`src/rtl/sgi_filter_pkg.sv`:
```
package sgi_filter_pkg;
  localparam int SGI_NUM = 16;

  typedef struct packed {
    logic                accept;
    logic                drop;
    logic [SGI_NUM-1:0]  setOneHot;
  } sgiStrobe_t;
endpackage

```
`src/rtl/sgi_filter_ctrl.sv`:
```
module sgi_filter_ctrl
  import sgi_filter_pkg::*;
#(
  parameter int NUM_IDS  = SGI_NUM,
  parameter int ID_W     = 5,
  parameter int PERM_W   = 2,
  parameter int GRP0_MIN = 1,
  parameter int GRP1_MIN = 2
) (
  input  logic                      clk,
  input  logic                      rstN,
  input  logic                      reqValid,
  input  logic [ID_W-1:0]           reqId,
  input  logic                      reqGrp,
  input  logic                      reqNonSec,
  input  logic                      secDisable,
  input  logic [NUM_IDS-1:0]        cfgGroup,
  input  logic [NUM_IDS*PERM_W-1:0] permWord,
  output sgiStrobe_t                strobe
);
  localparam int IDX_W = $clog2(NUM_IDS);

  logic              idInRange;
  logic [IDX_W-1:0]  idx;
  logic              cfgGrp;
  logic              effGrp;
  logic              grpMatch;
  logic [PERM_W-1:0] permField;
  logic              permNeeded;
  logic              permOk;
  logic              take;

  assign idInRange  = (reqId < ID_W'(NUM_IDS));
  assign idx        = reqId[IDX_W-1:0];
  assign cfgGrp     = cfgGroup[idx];
  // A group-1 ask on a group-0 ID is lowered to group 0
  assign effGrp     = reqGrp & cfgGrp;
  assign grpMatch   = (effGrp == cfgGrp);
  assign permField  = permWord[idx*PERM_W +: PERM_W];
  assign permNeeded = reqNonSec & ~secDisable;
  assign permOk     = cfgGrp ? (int'(permField) >= GRP1_MIN)
                             : (int'(permField) >= GRP0_MIN);
  assign take       = reqValid & idInRange & grpMatch & (~permNeeded | permOk);

  assign strobe.accept = take;
  assign strobe.drop   = reqValid & ~take;

  for (genvar i = 0; i < NUM_IDS; i++) begin : g_dec
    assign strobe.setOneHot[i] = take & (idx == IDX_W'(i));
  end

  AST_VERDICT_EXCL: assert property (@(posedge clk) disable iff (!rstN)
    reqValid |-> (strobe.accept ^ strobe.drop));
  AST_IDLE_QUIET: assert property (@(posedge clk) disable iff (!rstN)
    !reqValid |-> (!strobe.accept && !strobe.drop));
  AST_PULSE_ONEHOT: assert property (@(posedge clk) disable iff (!rstN)
    $onehot0(strobe.setOneHot) && (strobe.accept == (strobe.setOneHot != '0)));
  AST_HIGH_ID_DROP: assert property (@(posedge clk) disable iff (!rstN)
    (reqValid && reqId >= ID_W'(NUM_IDS)) |-> !strobe.accept);
  AST_GRP0_ON_GRP1: assert property (@(posedge clk) disable iff (!rstN)
    (reqValid && !reqGrp && cfgGroup[idx]) |-> !strobe.accept);
  AST_NS_GRP1_PERM: assert property (@(posedge clk) disable iff (!rstN)
    (strobe.accept && reqNonSec && !secDisable && reqGrp && cfgGroup[idx])
      |-> (int'(permWord[idx*PERM_W +: PERM_W]) >= GRP1_MIN));
endmodule

```
`src/rtl/sgi_filter_dp.sv`:
```
module sgi_filter_dp
  import sgi_filter_pkg::*;
#(
  parameter int NUM_IDS = SGI_NUM
) (
  input  logic               clk,
  input  logic               rstN,
  input  sgiStrobe_t         strobe,
  input  logic [NUM_IDS-1:0] clrMask,
  output logic [NUM_IDS-1:0] setPulse,
  output logic [NUM_IDS-1:0] pending
);
  assign setPulse = strobe.setOneHot;

  for (genvar i = 0; i < NUM_IDS; i++) begin : g_bit
    always_ff @(posedge clk) begin
      if (!rstN)                     pending[i] <= 1'b0;
      else if (strobe.setOneHot[i])  pending[i] <= 1'b1;
      else if (clrMask[i])           pending[i] <= 1'b0;
    end
  end

  AST_SET_WINS: assert property (@(posedge clk) disable iff (!rstN)
    (setPulse != '0) |=> ((pending & $past(setPulse)) == $past(setPulse)));
  AST_NO_SPURIOUS: assert property (@(posedge clk) disable iff (!rstN)
    (setPulse == '0) |=> ((pending & ~$past(pending)) == '0));
  AST_CLEAR_TAKES: assert property (@(posedge clk) disable iff (!rstN)
    (clrMask != '0) |=> ((pending & $past(clrMask) & ~$past(setPulse)) == '0));
endmodule

```
`src/rtl/sgi_accept_filter.sv`:
```
module sgi_accept_filter
  import sgi_filter_pkg::*;
#(
  parameter int NUM_IDS  = SGI_NUM,
  parameter int ID_W     = 5,
  parameter int PERM_W   = 2,
  parameter int GRP0_MIN = 1,
  parameter int GRP1_MIN = 2
) (
  input  logic                      clk,
  input  logic                      rstN,
  input  logic                      reqValid,
  input  logic [ID_W-1:0]           reqId,
  input  logic                      reqGrp,
  input  logic                      reqNonSec,
  input  logic                      secDisable,
  input  logic [NUM_IDS-1:0]        cfgGroup,
  input  logic [NUM_IDS*PERM_W-1:0] permWord,
  input  logic [NUM_IDS-1:0]        clrMask,
  output logic                      accept,
  output logic                      drop,
  output logic [NUM_IDS-1:0]        setPulse,
  output logic [NUM_IDS-1:0]        pending
);
  sgiStrobe_t strobe;

  sgi_filter_ctrl #(
    .NUM_IDS(NUM_IDS), .ID_W(ID_W), .PERM_W(PERM_W),
    .GRP0_MIN(GRP0_MIN), .GRP1_MIN(GRP1_MIN)
  ) u_ctrl (
    .clk(clk), .rstN(rstN), .reqValid(reqValid), .reqId(reqId),
    .reqGrp(reqGrp), .reqNonSec(reqNonSec), .secDisable(secDisable),
    .cfgGroup(cfgGroup), .permWord(permWord), .strobe(strobe)
  );

  sgi_filter_dp #(.NUM_IDS(NUM_IDS)) u_dp (
    .clk(clk), .rstN(rstN), .strobe(strobe), .clrMask(clrMask),
    .setPulse(setPulse), .pending(pending)
  );

  assign accept = strobe.accept;
  assign drop   = strobe.drop;
endmodule

```
`config.mk`:
```
export PLATFORM = sky130hd
export DESIGN_NAME = sgi_accept_filter
export DESIGN_NICKNAME = d
export VERILOG_FILES = /design/src/rtl/sgi_filter_pkg.sv /design/src/rtl/sgi_filter_ctrl.sv /design/src/rtl/sgi_filter_dp.sv /design/src/rtl/sgi_accept_filter.sv
export SDC_FILE = /design/constraint.sdc
export NUM_CORES = 1
export LEC_CHECK = 0
export ABC_CLOCK_PERIOD_IN_PS = 5250
export BUFFER_PORTS_ARGS = -buffer_cell sky130_fd_sc_hd__buf_2
export CORE_ASPECT_RATIO = 0.8
export CORE_MARGIN = 5
export CORE_UTILIZATION = 43
export CTS_CLUSTER_SIZE = 8
export DETAILED_ROUTE_END_ITERATION = 16
export HOLD_SLACK_MARGIN = 0.15
export PLACE_DENSITY = 0.89
export SETUP_SLACK_MARGIN = 0.15
export SYNTH_ARGS = -nofsm -noshare
export SYNTH_HDL_FRONTEND = slang
export SYNTH_SLANG_ARGS = --single-unit
export TNS_END_PERCENT = 50
```
`constraint.sdc`:
```
create_clock -name clk -period 5.25 [get_ports clk]
set_input_delay 1.05 -clock clk [delete_from_list [all_inputs] [get_ports clk]]
set_output_delay 1.05 -clock clk [all_outputs]
set_load 0.03 [all_outputs]
```
# Word level (Yosys, flattened, before mapping)
# Index checks and enable logic that the tools add are counted.
[op_classes] magnitude_cmp=4 eq_ne=16 shift=1 mux=35 bitwise_logic=26 n_reduce_logical=17
[op_table] cell="2-to-1 mux 1 bit" count=34
[op_table] cell="equality test 4 bit, second input constant" count=8
[op_table] cell="nonzero test 2 bit" count=16
[op_table] cell="variable part select 32 x 6 -> 2 bit" count=1
[op_table] cell="AND 1 bit" count=22
[op_table] cell="equality test 4 x 3 -> 1 bit, second input constant" count=4
[op_table] cell="equality test 4 x 2 -> 1 bit, second input constant" count=2
[op_table] cell="< comparator 4 x 5 -> 1 bit, second input constant" count=1
[op_table] cell="< comparator 5 bit, second input constant" count=1
[op_table] cell="binary-select mux 1 bit (select 4 bit)" count=1
[op_table] cell="equality test 4 x 1 -> 1 bit, second input constant" count=1
[op_table] cell="zero test 4 bit" count=1
[op_table] cell="inverter 1 bit" count=3
[op_table] cell=">= comparator 2 x 1 -> 1 bit, second input constant" count=1
[op_table] cell=">= comparator 2 bit, second input constant" count=1
[op_table] cell="equality test 1 bit" count=1
[op_table] cell="bitwise OR 1 bit" count=1
[totals] register_bits=16 input_bits=75 output_inout_bits=34 wordCells=115

# Longest topological paths before layout
# Gate-level depths: netlist (run 1).
[depth] ltp_word=8 ltp_mapped=8 depth_no_buf=5

# By module
# From an unflattened synthesis (run 1), not the netlist that was laid out.
[unflattened] cells_unflattened=128 hier_area_um2=1367.6
[modules_own_cells] mod="sgi_filter_dp" n_inst=1 cells_each=66 area_per_inst_um2=691.9 seq_area_each_um2=320.3
[modules_own_cells] mod="sgi_filter_ctrl" n_inst=1 cells_each=62 area_per_inst_um2=675.6 seq_area_each_um2=0.0

# Least setup slack after synthesis (run 1)
# OpenSTA, ideal clock, no wires.
[synth_path] path_kind="in2out" from="input port reqId[0]" to="output port setPulse[0]" t_arrival_ns=3.212 required_time_ns=4.200 path_slack_ns=0.988 cell_stages=7 n_path_buf=2 cell_sequence="buf_6 mux4_2 a22o_1 a211oi_4 a21oi_2 buf_2 nor3_1"
[synth_between] elab_chain_len=7 word_cells_on_any_way=15 cone_classes="order compare: 3; eq/ne: 1; shift: 1; mux: 3; bitwise: 6; reduce/logical: 1"
[synth_lines] element="start, declared" line="sgi_accept_filter.sv:13" rtl="input logic [ID_W-1:0] reqId,"
[synth_lines] element="branches (longest 6 deep; another with >= comparator 2 x 1 -> 1 bit)"
[synth_lines] element="AND 1 bit (*)" line="sgi_filter_ctrl.sv:49" rtl="assign strobe.setOneHot[i] = take & (idx == IDX_W'(i));"
[synth_lines] element="end, declared" line="sgi_accept_filter.sv:22" rtl="output logic [NUM_IDS-1:0] setPulse,"
# Every way passes the cells marked *. The select of a mux whose other input is x is not followed.

# Worst setup path in the final report (run 1)
[layout_path] from="input port reqId[0]" to="output port setPulse[7]"
# The elaborated chain is that of the path after synthesis.

==> flow_summary.ini, run 1 <==
[run_status]
run_status = finished clean

[detailed_routing]
detail_route.wl_per_cell_um = 15.4
antenna_left = 0
vias = 1581
drt-initial-drc-count = 133
average_via_count_per_standard_cell = 5.45
remaining_drc_errors = 0
routed_wire_length_mm = 4.48
number_of_iterations_in_the_first_detailed_routing_pass = 4

[timing]
clock-skew-final_ps = 0
timing_max_transition_violations_final = 0
worst_slew_pin_slew_ps = 1020
finalSetupViolations = 0
final-hold-violation-count = 0
post-route-period-util_pct = 86.1
grt_setup_unrepaired = no
fin_worst_hold_slack_ps = 494
slew_headroom_pct = 32.1
totalNegativeSetupSlack_ps = 0
max_clock_freq_mhz = 221
final.min_clock_period_ps = 4520

[finish]
multi_input_comb_area_um2 = 992
final-seq-area_um2 = 320
post-route-util_pct = 63.7
regMostFlops = u_dp.pending
largest_register_ff_count = 16
insertedDiodeCount = 0
reg.largest.list = u_dp.pending (16)
final_layout_size_suffix_gt1_share_pct = 56.8
area_growth_pct = 41.3
layout.filler_cells = 266
num-nets-final = 326
instances_no_fill = 290

[global_route]
grt_antenna_before_repair = 0
first_global_vias = 1567
grt_remaining_overflow = 0
grt_first_pass_wirelength_mm = 6.79
grt_start_max_net_pins = 35
global_routing_usage_summed_across_all_routing_layers_pct = 19.3

[die]
floorplan.initialDensity_pct = 45.1
die_wd_um = 73.8
fp.dieH_um = 61.1
core_area_um2 = 3110
die-area_um2 = 4510
floorplan.rows = 18
floorplan.io_pins = 109

[synthesis]
synth_top_cells_by_area = sky130_fd_sc_hd__dfxtp_1, sky130_fd_sc_hd__mux4_2, sky130_fd_sc_hd__o31ai_2
post_synth_instance_area_um2 = 1400
synth_cells = 155
number_of_flops_mapped_to_enable_cells_by_yosys = 0
synth_seq_cells = 16
synthDominantAreaCellType = sky130_fd_sc_hd__dfxtp_1
yosysUniqueCellTypes = 26
synth_ff_type = sky130_fd_sc_hd__dfxtp_1
yosysTopAreaCellShare_pct = 22.9
mappedNetlistNets = 230
ys_async_sr_fraction_pct = 0
synthesis.area_per_instance_um2 = 9.04
synth_seq_area_share_pct = 22.9
ys.warnings.count = 0

[power]
static-leakage-power_nw = 0.893
worst_ir_drop_vdd_uv = 80.7
totalPowerFinal_mw = 0.340
cellPowerDensity_nw_per_um2 = 172

[worst_hold_path]
hp-class = reg -> reg
min-delay-start = u_dp.pending[14]$_SDFFE_PN0P_

[cts]
ctsHoldBuffers = 0
worstSkewPairLatency_ps = 250
cts-buffers-inserted = 3
ctsRootBufferMaster = sky130_fd_sc_hd__clkbuf_8
cts_max_level = 1
clock_sink_count = 16
cts-resized-gates = 0
cts_buffer_depth = 2
cts_setup_buffers = 0
cts_tree = done
cts.clk_slew.worst_paths_ps = 60

[setup_path]
critical_path.reg2reg.startpoint = u_dp.pending[10]$_SDFFE_PN0P_
ff2ff_setup_slack_ps = 4590
crit_start = reqId[0]
critPathKind = in -> out
regToRegEndpoint = u_dp.pending[10]$_SDFFE_PN0P_
worstSetupStartpointType = input pin
timing.critical_path.required_ps = 4200
worstSetupEndpointType = primary output
critPathMaxFanout = 18
worst_ep_arrival_time_ps = 3470
worst_r2r_path_depth = 2
critical_path.endpoint = setPulse[7]

[place]
buffer_ports.inserted = 108
dpl.hpwl_mm = 3.48
placed_cells_incl_taps = 286
gp_congestion = 0.802

[flow_run]
cap_viol_max_count = 0
==> where the power goes <==
| part | leakage [nW] | switching (mW) | internal (mW) | total [mW] |
|---|---|---|---|---|
| combinational | 0.735 | 0.0606 | 0.0486 | 0.109 |
| clock | 0.0288 | 0.0413 | 0.0665 | 0.108 |
| sequential | 0.129 | 0.000566 | 0.123 | 0.123 |
==> cell usage after synthesis, types with 2 or more instances <==
cell and number:
sky130_fd_sc_hd__a21oi_2 2, sky130_fd_sc_hd__a22oi_1 3, sky130_fd_sc_hd__and2_1 2, sky130_fd_sc_hd__buf_1 4, sky130_fd_sc_hd__buf_2 5, sky130_fd_sc_hd__buf_6 3
sky130_fd_sc_hd__clkbuf_1 8, sky130_fd_sc_hd__dfxtp_1 16, sky130_fd_sc_hd__mux2i_1 2, sky130_fd_sc_hd__mux4_2 11, sky130_fd_sc_hd__nand2_1 18, sky130_fd_sc_hd__nand3_1 17
sky130_fd_sc_hd__nand3b_1 17, sky130_fd_sc_hd__nor2_1 3, sky130_fd_sc_hd__nor2b_1 5, sky130_fd_sc_hd__nor3_1 16, sky130_fd_sc_hd__o31ai_1 4, sky130_fd_sc_hd__o31ai_2 11
==> metal layers <==
metal / GRT usage [%] / vias up / wire length [um]
met1: 23.8 / 719 / 1820
met4: 5.68 / 0 / 44
met5: 0 / - / 0
met3: 3.26 / 5 / 413
li1: - / 774 / -
met2: 34.8 / 83 / 2200
==> critical path: stages <==
cell	delay (ps)
sky130_fd_sc_hd__buf_2	370
sky130_fd_sc_hd__mux4_2	560
sky130_fd_sc_hd__a22o_1	270
sky130_fd_sc_hd__a211oi_4	320
sky130_fd_sc_hd__a21oi_4	200
sky130_fd_sc_hd__buf_4	260
sky130_fd_sc_hd__nor3_1	200
sky130_fd_sc_hd__buf_2	230
==> per-stage QoR <==
stage          area, um^2  setup slack, ps
6_report             1980              727
5_1_grt              1980              529
4_1_cts              1980              689
3_5_place_dp         1930              688
3_3_place_gp         1930              753
2_1_floorplan        1400              988
==> layout by cell type (no fill, tap or decap), types with 4 or more instances in the layout <==
cell type                  instances
sky130_fd_sc_hd__clkbuf_8          4
sky130_fd_sc_hd__nand3b_1         17
sky130_fd_sc_hd__buf_2           108
sky130_fd_sc_hd__nand2_1          18
sky130_fd_sc_hd__mux4_2           11
sky130_fd_sc_hd__nand3_1          17
sky130_fd_sc_hd__o31ai_1           4
sky130_fd_sc_hd__nor3_1           16
sky130_fd_sc_hd__nor2b_1           5
sky130_fd_sc_hd__dfxtp_1          16
sky130_fd_sc_hd__o31ai_2          11
==> kinds of logic (layout without fill, tap and decap cells) <==
family | after synthesis | count (layout) | synth area share (%)
AO/OA/AOI/OAI | 26 | 26 | 19.9
buffers and inverters | 20 | 115 | 7.41
flip-flops | 16 | 16 | 22.9
multiplexers | 13 | 13 | 19.1
AND/OR/NAND/NOR | 80 | 80 | 30.7
==> final cells by class <==
cell class / instances / share of cell area [%]
Clock buffer: 4 / 2.78
Multi-Input combinational cell: 119 / 50.1
Sequential cell: 16 / 16.2
Tap cell: 40 / 2.53
Timing Repair Buffer: 111 / 28.4
==> worst min-delay path by stage <==
stage	depth (start not counted)	slack (ps)	to
3_5_place_dp	2	490	u_dp.pending[14]$_SDFFE_PN0P_
6_report	2	490	u_dp.pending[14]$_SDFFE_PN0P_
4_1_cts	2	490	u_dp.pending[14]$_SDFFE_PN0P_
2_1_floorplan	2	610	u_dp.pending[13]$_SDFFE_PN0P_
5_1_grt	2	520	u_dp.pending[14]$_SDFFE_PN0P_
3_3_place_gp	2	480	u_dp.pending[13]$_SDFFE_PN0P_
(Power assumes the default switching activity.)
==> run 2: changes to the inputs <==
--- a/config.mk
+++ b/config.mk
@@ -5,11 +5,12 @@
 export SDC_FILE = /design/constraint.sdc
 export NUM_CORES = 1
 export LEC_CHECK = 0
+export ABC_AREA = 1
 export ABC_CLOCK_PERIOD_IN_PS = 5250
 export BUFFER_PORTS_ARGS = -buffer_cell sky130_fd_sc_hd__buf_2
 export CORE_ASPECT_RATIO = 0.8
 export CORE_MARGIN = 5
-export CORE_UTILIZATION = 43
+export CORE_UTILIZATION = 44
 export CTS_CLUSTER_SIZE = 8
 export DETAILED_ROUTE_END_ITERATION = 16
 export HOLD_SLACK_MARGIN = 0.15
==> run 2 against run 1 <==
Via count rose by 22%. Worst setup slack improved by 480 ps. Critical endpoint is now setPulse[9]. Combinational power fell by 4%. Power fell by 1.5%. Maximum frequency rose by 12%. Non-clock buffer count fell by 3. Utilization fell by 2.6 points. Sequential power barely moved. Critical path type unchanged. Global-route usage barely moved. First-iteration DRC count fell by 12%. Clock power barely moved. Flip-flop and latch count did not move.
==> flow_summary.ini, run 2 <==
[finish]
layout_common_cells = sky130_fd_sc_hd__nand2_1, sky130_fd_sc_hd__buf_2, sky130_fd_sc_hd__inv_1, sky130_fd_sc_hd__nor2_1, sky130_fd_sc_hd__dfxtp_1
regMostFlops = u_dp.pending
leading_cell_type_in_the_layout_fill_and_taps_excluded = sky130_fd_sc_hd__nand2_1
insertedDiodeCount = 0
area_growth_pct = 36.0
post-route-util_pct = 61.2
largest_register_ff_count = 16
final_layout_size_suffix_gt1_share_pct = 36.9
reg.largest.list = u_dp.pending (16)
num-nets-final = 450

[synthesis]
yosysUniqueCellTypes = 22
synth.cells.most_frequent = sky130_fd_sc_hd__nand2_1, sky130_fd_sc_hd__inv_1, sky130_fd_sc_hd__nor2_1
synth_cells = 271
synth_seq_cells = 16
ys.warnings.count = 0
synthDominantAreaCellType = sky130_fd_sc_hd__nand2_1
synth_ff_type = sky130_fd_sc_hd__dfxtp_1
mappedNetlistNets = 346
synthesis.area_per_instance_um2 = 5.60
yosys.cell_count.top_type = sky130_fd_sc_hd__nand2_1
number_of_flops_mapped_to_enable_cells_by_yosys = 0
post_synth_instance_area_um2 = 1520
yosysTopAreaCellShare_pct = 31.4
ys_async_sr_fraction_pct = 0
synth_top_cells_by_area = sky130_fd_sc_hd__nand2_1, sky130_fd_sc_hd__dfxtp_1, sky130_fd_sc_hd__inv_1
synth_seq_area_share_pct = 21.1

[timing]
slew_headroom_pct = 61.8
final-hold-violation-count = 0
clock-skew-final_ps = 0
totalNegativeSetupSlack_ps = 0
timing_max_transition_violations_final = 0
finalSetupViolations = 0
post-route-period-util_pct = 77.1
max_clock_freq_mhz = 247
grt_setup_unrepaired = no
final.min_clock_period_ps = 4050
worst_slew_pin_slew_ps = 572

[run_status]
run_status = finished clean

[cts]
cts_max_level = 1
ctsRootBufferMaster = sky130_fd_sc_hd__clkbuf_8
clock_sink_count = 16
worstSkewPairLatency_ps = 250
cts_buffer_depth = 2
cts.clk_slew.worst_paths_ps = 60
cts_setup_buffers = 0
cts-resized-gates = 0
ctsHoldBuffers = 0
cts_tree = done
cts-buffers-inserted = 3

[setup_path]
worstSetupEndpointType = primary output
crit_chain = buf_2, inv_2, nand2_1, nand2_1, nand2_1, nand2_1, nand2_1, nand2_1, nor2_4, nor2_2, nor2_8, nand3_1, inv_1, buf_2
crit_start = reqId[0]
cell_with_the_largest_stage_delay_on_the_worst_path = sky130_fd_sc_hd__buf_2
worst_r2r_path_depth = 2
timing.critical_path.max_delay_family = simple AND/OR/NAND/NOR gates
worst_ep_arrival_time_ps = 3000
critPathKind = in -> out
cp_slowest_stage_delay_ps = 400
worstSetupStartpointType = input pin
ff2ff_setup_slack_ps = 4590
path_depth = 14
timing.critical_path.required_ps = 4200
worst_path_most_repeated_cell = sky130_fd_sc_hd__nand2_1
critPathMaxFanout = 29
path_buf_inv = 4
critical_path.reg2reg.startpoint = u_dp.pending[11]$_SDFFE_PN0P_
regToRegEndpoint = u_dp.pending[11]$_SDFFE_PN0P_
critical_path.endpoint = setPulse[9]

[detailed_routing]
routed_wire_length_mm = 4.62
drt-initial-drc-count = 117
average_via_count_per_standard_cell = 4.62
remaining_drc_errors = 0
antenna_left = 0
number_of_iterations_in_the_first_detailed_routing_pass = 5
detail_route.wl_per_cell_um = 11.1
vias = 1922

[global_route]
grt_start_max_net_pins = 30
grt_antenna_before_repair = 0
first_global_vias = 1790
global_routing_usage_summed_across_all_routing_layers_pct = 19.3
grt_remaining_overflow = 0
grt_first_pass_wirelength_mm = 7.37

[power]
power_switching_mw = 0.105
clock_share_of_power_pct = 32.1
power.sequential.fraction_pct = 36.6
switching_share_pct = 31.3
fraction_of_power_consumed_by_combinational_cells_pct = 31.3
worst_ir_drop_vdd_uv = 145
static-leakage-power_nw = 1.38
cellPowerDensity_nw_per_um2 = 162
internal_power_mw = 0.230

[die]
die-area_um2 = 4730
fp.dieH_um = 62.5
floorplan.io_pins = 109
core_area_um2 = 3380
floorplan.initialDensity_pct = 45.0
die_wd_um = 75.7
floorplan.rows = 19

[flow_run]
cap_viol_max_count = 0

[place]
buffer_ports.inserted = 108
dpl.hpwl_mm = 3.85
gp_congestion = 0.845

[worst_hold_path]
hp-class = reg -> reg
run 2: cell types whose count changed after synthesis, sizes merged, moves of 13 or more:
cell / delta
nand2: +113
inv: +47
nor2: +23
nand3b: -17
nor3: -16
o31ai: -16
a21oi: +13
run 2: worst register-to-register path, delay by kind of cell, from the launching register on:
kind | cells | cell delay, ps
compound gates | 1 | 150
flops | 1 | 360
simple gates | 1 | 80
run 2: cell type report:
class | count | area (um^2)
timing repair buffer | 108 | 541
clock buffer | 4 | 55.1
sequential | 16 | 320
inverter | 47 | 176
tap | 42 | 52.6
fill | 350 | 1310
multi-input combinational | 199 | 920
run 2: kinds of logic (layout without fill, tap and decap cells):
logic type,count (synthesis),count (layout),share of synthesized area (%)
AOI/OAI and AO/OA,16,16,6.27
buffers and inverters,56,159,18.3
and+or+nand+nor,183,183,54.3
DFF,16,16,21.1
run 2: per-stage QoR:
stage                     total power [mW]  std cells  area, um^2  hold slack [ps]  setup slack [ps]
after global routing                 0.355        416        2060              479               931
after detailed placement             0.230        412        2010              458              1200
after global placement               0.228        412        2010              451              1280
after CTS                            0.336        416        2060              461              1190
final                                0.335        416        2060              459              1200
after floorplan                      0.198        271        1520              589              1660
run 2: worst min path at each step:
stage / from / endpoint / depth (start not counted) / slack [ps]
floorplan: u_dp.pending[10]$_SDFFE_PN0P_ / u_dp.pending[10]$_SDFFE_PN0P_ / 2 / 590
global placement: u_dp.pending[1]$_SDFFE_PN0P_ / u_dp.pending[1]$_SDFFE_PN0P_ / 2 / 450
detailed placement: u_dp.pending[2]$_SDFFE_PN0P_ / u_dp.pending[2]$_SDFFE_PN0P_ / 2 / 460
CTS: u_dp.pending[6]$_SDFFE_PN0P_ / u_dp.pending[6]$_SDFFE_PN0P_ / 2 / 460
global route: u_dp.pending[10]$_SDFFE_PN0P_ / u_dp.pending[10]$_SDFFE_PN0P_ / 2 / 480
finish: u_dp.pending[6]$_SDFFE_PN0P_ / u_dp.pending[6]$_SDFFE_PN0P_ / 2 / 460
run 2: metal layers:
layer | wire (um) | track usage, % | vias to the layer above | part of all wire, %
li1 | - | - | 1008 | -
met1 | 1820 | 22.5 | 816 | 39
met2 | 2150 | 32.3 | 86 | 46
met3 | 538 | 6.43 | 12 | 12
met4 | 114 | 6.77 | 0 | 2.5
met5 | 0 | 0 | - | 0
run 2: power by group through the flow:
| stage | combinational [mW] | clock (mW) | sequential (mW) |
|---|---|---|---|
| floorplan | 0.0703 | 0 | 0.127 |
| global placement | 0.103 | 0 | 0.125 |
| detailed placement | 0.104 | 0 | 0.125 |
| CTS | 0.105 | 0.108 | 0.123 |
| global route | 0.118 | 0.114 | 0.123 |
| finish | 0.105 | 0.108 | 0.123 |
